==> config.mk <==
export PLATFORM = sky130hd
export DESIGN_NAME = barker_corr
export DESIGN_NICKNAME = d
export VERILOG_FILES = /design/src/rtl/barker_corr_pkg.sv /design/src/rtl/bc_delay_line.sv /design/src/rtl/bc_weight_sum.sv /design/src/rtl/bc_peak_track.sv /design/src/rtl/barker_corr.sv
export SDC_FILE = /design/constraint.sdc
export NUM_CORES = 1
export LEC_CHECK = 0
export CAP_MARGIN = 30
export CORE_UTILIZATION = 55
export CTS_CLUSTER_DIAMETER = 80
export DETAILED_ROUTE_END_ITERATION = 10
export DONT_BUFFER_PORTS = 1
export GPL_ROUTABILITY_DRIVEN = 0
export PLACE_DENSITY = 0.7
export SLEW_MARGIN = 20
export SYNTH_ARGS = -nofsm -noshare
export SYNTH_HDL_FRONTEND = slang
export SYNTH_HIERARCHICAL = 1
export SYNTH_SLANG_ARGS = --single-unit
==> constraint.sdc <==
create_clock -name clk -period 36.3 [get_ports clk]
set_input_delay 3.63 -clock clk [delete_from_list [all_inputs] [get_ports clk]]
set_output_delay 3.63 -clock clk [all_outputs]
set_load 0.01 [all_outputs]
==> src/rtl/barker_corr_pkg.sv <==
package barker_corr_pkg;

    typedef enum logic [1:0] {
        LEN_11 = 2'd0,
        LEN_13 = 2'd1,
        LEN_15 = 2'd2,
        LEN_16 = 2'd3
    } code_len_e;

    typedef enum logic [1:0] {
        ST_OPEN,
        ST_SCAN,
        ST_CLOSE
    } win_state_e;

    localparam logic [15:0] BARKER11 = 16'h00ED;

    function automatic logic [4:0] chips_of(input code_len_e sel);
        logic [4:0] n;
        unique case (sel)
            LEN_11:  n = 5'd11;
            LEN_13:  n = 5'd13;
            LEN_15:  n = 5'd15;
            default: n = 5'd16;
        endcase
        return n;
    endfunction

endpackage

==> src/rtl/bc_delay_line.sv <==
module bc_delay_line #(
    parameter int SW   = 3,
    parameter int TAPS = 32
) (
    input  logic               clk,
    input  logic               rst,
    input  logic [SW-1:0]      din,
    output logic [TAPS*SW-1:0] taps_q
);
    logic [TAPS-1:0][SW-1:0] q;

    generate
        for (genvar i = 0; i < TAPS; i++) begin : g_tap
            always_ff @(posedge clk) begin
                if (rst)
                    q[i] <= '0;
                else if (i == 0)
                    q[i] <= din;
                else
                    q[i] <= q[(i == 0) ? 0 : i-1];
            end
        end
    endgenerate

    assign taps_q = q;

    // every tap takes its neighbour's previous value
    p_shift_r2: assert property (@(posedge clk) disable iff (rst)
        !$past(rst) |-> (q[1] == $past(q[0])));

endmodule

==> src/rtl/bc_weight_sum.sv <==
module bc_weight_sum #(
    parameter int SW        = 3,
    parameter int MAX_CHIPS = 16,
    parameter int SPC       = 2,
    parameter int OUT_W     = 9,
    parameter int CW        = 5
) (
    input  logic [SPC*MAX_CHIPS*SW-1:0] taps,
    input  logic [MAX_CHIPS-1:0]        ref_chips,
    input  logic [CW-1:0]               n_chips,
    output logic signed [OUT_W-1:0]     sum
);
    localparam int TAPS = SPC * MAX_CHIPS;
    localparam int RW   = $clog2(MAX_CHIPS);

    always_comb begin
        logic signed [OUT_W-1:0] acc;
        logic signed [OUT_W-1:0] smp;
        logic [RW-1:0]           ri;
        acc = '0;
        for (int j = 0; j < TAPS; j++) begin
            smp = OUT_W'($signed(taps[j*SW +: SW]));
            ri  = RW'(int'(n_chips) - 1 - (j / SPC));
            if ((j / SPC) < int'(n_chips)) begin
                if (ref_chips[ri])
                    acc = acc + smp;
                else
                    acc = acc - smp;
            end
        end
        sum = acc;
    end

endmodule

==> src/rtl/bc_peak_track.sv <==
module bc_peak_track
    import barker_corr_pkg::*;
#(
    parameter int SCORE_W = 9,
    parameter int PW      = 5,
    parameter int CW      = 5,
    parameter int SPC     = 2
) (
    input  logic                      clk,
    input  logic                      rst,
    input  logic                      restart,
    input  logic signed [SCORE_W-1:0] score_nxt,
    input  logic [CW-1:0]             n_chips,
    output logic                      peak_vld,
    output logic [PW-1:0]             peak_pos
);
    win_state_e         state_q, state_d;
    logic [PW-1:0]      cnt_q, pos_q, sel_pos;
    logic [SCORE_W-1:0] best_q, sel_best, mag;
    logic [PW:0]        win_len;
    logic               take;

    assign win_len  = (PW+1)'(n_chips) * (PW+1)'(SPC);
    assign mag      = score_nxt[SCORE_W-1] ? SCORE_W'(-score_nxt) : SCORE_W'(score_nxt);
    assign take     = (state_q == ST_OPEN) || (mag > best_q);
    assign sel_pos  = take ? cnt_q : pos_q;
    assign sel_best = take ? mag : best_q;

    always_comb begin
        state_d = state_q;
        unique case (state_q)
            ST_OPEN:  state_d = ST_SCAN;
            ST_SCAN:  state_d = ((PW+1)'(cnt_q) == win_len - 2) ? ST_CLOSE : ST_SCAN;
            ST_CLOSE: state_d = ST_OPEN;
            default:  state_d = ST_OPEN;
        endcase
        if (restart)
            state_d = ST_OPEN;
    end

    always_ff @(posedge clk) begin
        if (rst)
            state_q <= ST_OPEN;
        else
            state_q <= state_d;
    end

    always_ff @(posedge clk) begin
        if (rst || restart) begin
            cnt_q    <= '0;
            pos_q    <= '0;
            best_q   <= '0;
            peak_vld <= 1'b0;
            if (rst)
                peak_pos <= '0;
        end else begin
            cnt_q    <= (state_q == ST_CLOSE) ? '0 : cnt_q + 1'b1;
            pos_q    <= sel_pos;
            best_q   <= sel_best;
            peak_vld <= (state_q == ST_CLOSE);
            if (state_q == ST_CLOSE)
                peak_pos <= sel_pos;
        end
    end

    // a closing sample always yields a flag
    p_close_flag_r7: assert property (@(posedge clk) disable iff (rst)
        (state_q == ST_CLOSE && !restart) |=> peak_vld);
    // the flag is a single-cycle pulse
    p_pulse_r7: assert property (@(posedge clk) disable iff (rst)
        peak_vld |=> !peak_vld);
    // reported position lies inside the window
    p_pos_range_r7: assert property (@(posedge clk) disable iff (rst)
        peak_vld |-> ((PW+1)'(peak_pos) < win_len));
    // a load reopens the window without a flag
    p_restart_r8: assert property (@(posedge clk) disable iff (rst)
        restart |=> (!peak_vld && state_q == ST_OPEN));

endmodule

==> src/rtl/barker_corr.sv <==
module barker_corr
    import barker_corr_pkg::*;
#(
    parameter int SW        = 3,
    parameter int MAX_CHIPS = 16,
    parameter int SPC       = 2,
    parameter int SCORE_W   = SW + $clog2(SPC*MAX_CHIPS) + 1,
    parameter int PW        = $clog2(SPC*MAX_CHIPS)
) (
    input  logic                 clk,
    input  logic                 rst,
    input  logic [SW-1:0]        smp_in,
    input  logic                 ref_load,
    input  logic [MAX_CHIPS-1:0] ref_chips,
    input  logic [1:0]           ref_len,
    output logic [SCORE_W-1:0]   score,
    output logic                 peak_vld,
    output logic [PW-1:0]        peak_pos
);
    localparam int TAPS = SPC * MAX_CHIPS;
    localparam int CW   = $clog2(MAX_CHIPS + 1);
    localparam int BOUND = TAPS * (2 ** (SW - 1));

    logic [TAPS*SW-1:0]        line_q, line_nxt;
    logic [MAX_CHIPS-1:0]      ref_q;
    code_len_e                 len_q;
    logic [CW-1:0]             n_chips;
    logic signed [SCORE_W-1:0] sum_nxt, score_q;

    assign n_chips  = CW'(chips_of(len_q));
    assign line_nxt = {line_q[(TAPS-1)*SW-1:0], smp_in};

    bc_delay_line #(.SW(SW), .TAPS(TAPS)) u_line (
        .clk    (clk),
        .rst    (rst),
        .din    (smp_in),
        .taps_q (line_q)
    );

    bc_weight_sum #(.SW(SW), .MAX_CHIPS(MAX_CHIPS), .SPC(SPC),
                    .OUT_W(SCORE_W), .CW(CW)) u_sum (
        .taps      (line_nxt),
        .ref_chips (ref_q),
        .n_chips   (n_chips),
        .sum       (sum_nxt)
    );

    bc_peak_track #(.SCORE_W(SCORE_W), .PW(PW), .CW(CW), .SPC(SPC)) u_peak (
        .clk       (clk),
        .rst       (rst),
        .restart   (ref_load),
        .score_nxt (sum_nxt),
        .n_chips   (n_chips),
        .peak_vld  (peak_vld),
        .peak_pos  (peak_pos)
    );

    always_ff @(posedge clk) begin
        if (rst) begin
            ref_q   <= MAX_CHIPS'(BARKER11);
            len_q   <= LEN_11;
            score_q <= '0;
        end else begin
            score_q <= sum_nxt;
            if (ref_load) begin
                ref_q <= ref_chips;
                len_q <= code_len_e'(ref_len);
            end
        end
    end

    assign score = score_q;

    // reset restores the default code
    p_default_r3: assert property (@(posedge clk) disable iff (rst)
        $past(rst) |-> (ref_q == MAX_CHIPS'(BARKER11) && len_q == LEN_11));
    // the reference only changes on a load
    p_ref_hold_r6: assert property (@(posedge clk) disable iff (rst)
        !$past(ref_load) |-> ($stable(ref_q) && $stable(len_q)));
    // the score never leaves the representable bound
    p_no_overflow_r4: assert property (@(posedge clk) disable iff (rst)
        ($signed(score_q) <= BOUND) && ($signed(score_q) >= -BOUND));

endmodule

# Word-level counts from Yosys, hierarchy flattened
# Index checks and enable logic that the tools add are counted.
word_totals:
  reg_bits: 147
  in_bits: 24
  output_inout_bits: 15
  word_cells: 273
op_classes:
  add_sub_neg: 82
  n_lt_le_gt_ge: 33
  n_eq_ne: 6
  mux: 104
  n_reduce_logical: 8
ops:
  columns: ["cell", "n"]
  rows:
  - ["9-bit two-way mux", 65]
  - ["9-bit by 3-bit adder with 9-bit output", 31]
  - ["9-bit by 3-bit subtractor with 9-bit output", 31]
  - ["4-bit by 5-bit less-than comparator with 1-bit output, second input constant", 16]
  - ["1-bit binary-select mux with 4-bit select", 16]
  - ["4-bit by 5-bit less-than comparator with 1-bit output, first input constant", 8]
  - ["5-bit by 32-bit equality test with 1-bit output", 1]
  - ["4-bit subtractor, second input constant", 8]
  - ["3-bit by 5-bit less-than comparator with 1-bit output, first input constant", 4]
  - ["5-bit two-way mux", 4]
  - ["1-bit two-way mux", 16]
  - ["4-bit by 3-bit subtractor with 4-bit output, second input constant", 4]
  - ["5-bit case mux with 3 select lines", 1]
  - ["1-bit by 5-bit less-than comparator with 1-bit output, first input constant", 2]
  - ["2-bit by 5-bit less-than comparator with 1-bit output, first input constant", 2]
  - ["9-bit greater-than comparator", 1]
  - ["9-bit negator", 1]
  - ["4-bit by 1-bit subtractor with 4-bit output, second input constant", 2]
  - ["4-bit by 2-bit subtractor with 4-bit output, second input constant", 2]
  - ["6-bit by 2-bit subtractor with 7-bit output, second input constant", 1]
  - ["5-bit by 1-bit adder with 5-bit output, second input constant", 1]
  - ["2-bit by 1-bit equality test with 1-bit output, second input constant", 2]
  - ["2-bit equality test, second input constant", 2]
  - ["2-bit zero test", 2]
  - ["other kinds (8)", 10]

# Depth between registers and ports, before layout
logic_depth:
  ltp_word: 107
  depth_mapped: 160

# Hierarchy
# Netlist, hierarchy kept.
by_module_without_submodules:
  columns: ["module", "instances", "cells_each", "area_per_inst_um2"]
  rows:
  - ["bc_weight_sum", 1, 2338, 16625.9]
  - ["bc_delay_line", 1, 202, 2600.0]
  - ["bc_peak_track", 1, 167, 1610.3]
  - ["barker_corr", 1, 85, 973.4]

# Least setup slack after synthesis
# Ideal clock, no wire load.
synth_path:
  kind: "input port to flip-flop"
  from: "in smp_in[0]"
  to: "reg u_peak.peak_pos[3], data pin"
  setup_ns: 0.274
  t_arrival_ns: 29.707
  t_required_ns: 36.026
  setup_slack_ns: 6.318
  path_stages: 122
  path_buffers: 1
  cell_sequence: "inv_1 -> ha_1 -> mux2i_1 -> nor2_1 -> fa_1 -> nor2b_1 -> fa_1 -> a22o_1 -> fa_1 -> a22o_1 -> fa_1 -> nor2_1 -> nor2_1 -> fa_1 -> mux2i_1 -> inv_1 -> fa_1 -> a21o_1 -> [... 86 more ...] -> or2_2 -> a21oi_1 -> a21oi_1 -> xor2_1 -> nand2_1 -> xnor2_1 -> xnor3_1 -> xnor2_1 -> xnor2_1 -> o21ai_0 -> xnor2_1 -> ha_1 -> a21o_1 -> a311o_1 -> a2111o_1 -> buf_6 -> nand3_1 -> a21oi_2"
synth_rtl:
  columns: ["element", "line_no", "source"]
  rows:
  - ["from (decl)", "barker_corr.sv:12", "input logic [SW-1:0] smp_in,"]
  - ["1-bit by 3-bit subtractor with 4-bit output", "bc_weight_sum.sv:28", "acc = acc - smp;"]
  - ["9-bit two-way mux (*)", "bc_weight_sum.sv:25", "if (ref_chips[ri])"]
  - ["9-bit two-way mux (*)", "bc_weight_sum.sv:24", "if ((j / SPC) < int'(n_chips)) begin"]
  - ["9-bit by 3-bit subtractor with 9-bit output / 9-bit by 3-bit adder with 9-bit output (equally long branches)", "bc_weight_sum.sv:28, bc_weight_sum.sv:26", null]
  - ["9-bit two-way mux", "bc_weight_sum.sv:25", null]
  - ["9-bit two-way mux (*)", "bc_weight_sum.sv:24", null]
  - ["9-bit by 3-bit subtractor with 9-bit output / 9-bit by 3-bit adder with 9-bit output (equally long branches)", "bc_weight_sum.sv:28, bc_weight_sum.sv:26", null]
  - ["9-bit two-way mux", "bc_weight_sum.sv:25", null]
  - ["[... 88 more ...]", null, null]
  - ["net sum_nxt[8]", "barker_corr.sv:28", "logic signed [SCORE_W-1:0] sum_nxt, score_q;"]
  - ["9-bit two-way mux (*)", "bc_peak_track.sv:24", "assign mag = score_nxt[SCORE_W-1] ? SCORE_W'(-score_nxt) : SCORE_W'(score_nxt);"]
  - ["net u_peak.mag[6]", "bc_peak_track.sv:19", "logic [SCORE_W-1:0] best_q, sel_best, mag;"]
  - ["9-bit greater-than comparator (*)", "bc_peak_track.sv:25", "assign take = (state_q == ST_OPEN) || (mag > best_q);"]
  - ["1-bit logical OR (*)", "bc_peak_track.sv:25", null]
  - ["5-bit two-way mux (*)", "bc_peak_track.sv:26", "assign sel_pos = take ? cnt_q : pos_q;"]
  - ["5-bit two-way mux (*)", "bc_peak_track.sv:61", "if (state_q == ST_CLOSE)"]
  - ["5-bit two-way mux (*)", "bc_peak_track.sv:49", "if (rst || restart) begin"]
  - ["to (signal assigned)", "bc_peak_track.sv:62", "peak_pos <= sel_pos;"]
  - ["to (decl)", "bc_peak_track.sv:15", "output logic [PW-1:0] peak_pos"]
# Mark *: on every way through the listed nets, which the timed path passes. The rest lies on a longest branch. The select of a mux whose other input is x is not followed.
# A chain may end at the register's enable or synchronous reset.

# Final worst setup path
layout_path:
  from: "in smp_in[0]"
  to: "reg u_peak.peak_pos[0], data pin"
# The elaborated chain is that of the path after synthesis.

==> summary.md <==
| Metric | Value |
|---|---|
| Pre-antenna DRT Iters | `5` |
| DRT antenna net count | `0` |
| Post-Syn Nets | `3,209` |
| Core footprint | `0.03883 mm^2` |
| CTS Buf Count | `17` |
| First-pass GRT wire length | `88.38 mm` |
| Crit path kind | `input port to flop` |
| DP Worst Slack | `3.648 ns` |
| Initial antenna violation count | `0` |
| Post-DP HPWL | `42.64 mm` |
| Vias/cell | `5.731` |
| CP max FO | `14` |
| Mean Syn Cell Area | `7.800 um^2` |
| Grt ovf | `0` |
| Utilization after layout | `0.5846` |
| Layout cells sized above 1 | `0.06248` |
| Synth warn | `6` |
| CP Capture Type | `flop` |
| # Post-CTS Setup Buffers | `0` |
| Final setup viols | `0` |
| Wire length per cell | `16.23 um` |
| Worst EP required | `36.61 ns` |
| Cts hold-fix bufs | `0` |
| Clk sinks | `147` |
| Fin Setup TNS | `0 ns` |
| Routed wire length | `53.07 mm` |
| Area of the mapped netlist | `0.02173 mm^2` |
| Total track usage | `0.2652` |
| Worst-path clk slew | `0.07 ns` |
| Antenna Cells | `0` |
| Largest net degree at the start of global routing | `124` |
| H-tree depth | `4` |
| Number of global-route vias before repair | `18,250` |
| Max transition margin | `0.3862` |
| M1 GR Usage | `0.3449` |
| Final net count | `3,163` |
| Final max-slew violation count | `0` |
| Residual DRC | `0` |
| Final WS setup | `3.944 ns` |
| Fmax | `30.91 MHz` |
| Critical path's largest stage delay | `0.87 ns` |
| Arrival @ worst endpoint | `32.67 ns` |
| Most frequent cell on the critical path | `fa_1` |
| Area added between synthesis and finish | `4.457%` |
| Most used routing layer | `met2` |
| Commonest non-fill, non-tap cell in the layout | `ha_1` |
| Max_cap viols | `0` |
| CP startpoint kind | `input port` |
| Starting density of the core | `0.5597` |
| Slowest-stage cell, CP | `a2111oi_4` |
| RSZ-0062 raised after global routing | `false` |
| Clock Path Buffers | `2` |
| Final Hold Fails | `0` |
| Via count | `18,750` |
| Commonest non-fill, non-tap cells in the layout | `ha_1, a21oi_1, nor2_1` |
| Root Buffer | `clkbuf_16` |
| Drt initial violations | `1,113` |
| Io pins | `39` |
| Final Critical Period | `32.36 ns` |
| Clk_lat worst skew | `0.48 ns` |
| Mapped Cells | `2,786` |
| Layout Skew | `0.01744 ns` |
| Met2 GRT Util | `0.4591` |
| Met3 global-route usage | `0.03490` |
| Die height | `200.8 um` |
| Worst hold path type | `flop to flop` |
| Status | `finished, final reports clean` |
| Die X | `200.8 um` |
| Post_cts resized | `0` |
| Site Rows | `72` |
| CTS tree | `built` |
| Worst slew pin tran | `0.9207 ns` |
| IO buf count | `0` |
| Die area | `0.04031 mm^2` |
| Fin crit share | `0.8914` |
path summary, 6_finish.rpt:
| path | start | end | slack, ns | depth (start not counted) |
|---|---|---|---|---|
| worst min register to register | u_line/taps_q[52] | u_line/taps_q[55] | 0.46 | 1 |
| worst min-delay path | u_line/taps_q[52] | u_line/taps_q[55] | 0.46 | 1 |
| worst max register to register | len_q[0] | u_peak/peak_pos[0] | 3.95 | 126 |
| worst max-delay path | smp_in[0] | u_peak/peak_pos[0] | 3.94 | 121 |
state kept, by name, indices dropped and copies added (netlist names):
register         cells
u_line/taps_q       93
ref_q               16
score                9
u_peak/best_q        9
u_peak/cnt_q         5
u_peak/peak_pos      5
u_peak/pos_q         5
len_q                2
u_peak/state_q       2
u_peak/peak_vld      1
critical path, delay by kind of cell:
| kind | cells | cell delay (ns) |
|---|---|---|
| xor gates and xnor gates | 11 | 2.49 |
| buffers and inverters | 4 | 0.37 |
| adders and majority gates | 33 | 13.98 |
| and+or+nand+nor | 39 | 5.09 |
| muxes | 2 | 0.33 |
| AOI/OAI and AO/OA | 32 | 6.80 |
cell type report:
cell class	count	area, um^2
Clock inverter	14	136.4
Sequential cell	147	2993
Fill cell	3534	16130
Tap cell	518	648.1
Timing Repair Buffer	26	192.7
Clock buffer	18	429.2
Multi-Input combinational cell	2308	17400
Inverter	240	900.9
metrics by stage:
stage                     hold slack, ns  cell area, um^2  std cells
final                             0.4630            22700       3271
after global routing              0.4724            22700       3271
after CTS                         0.4589            22690       3270
after detailed placement          0.4523            22130       3238
after global placement            0.4470            22120       3237
after floorplan                   0.4381            21730       2786
layer usage:
layer  share of wire  vias to the layer above
li1                -                     9584
met1            0.47                     8786
met2            0.48                      324
met3           0.036                       53
met4           0.018                        0
met5               0                        -
Power is not shown: default switching activity piles up to over one toggle a cycle in this logic, so the estimate is an artifact.
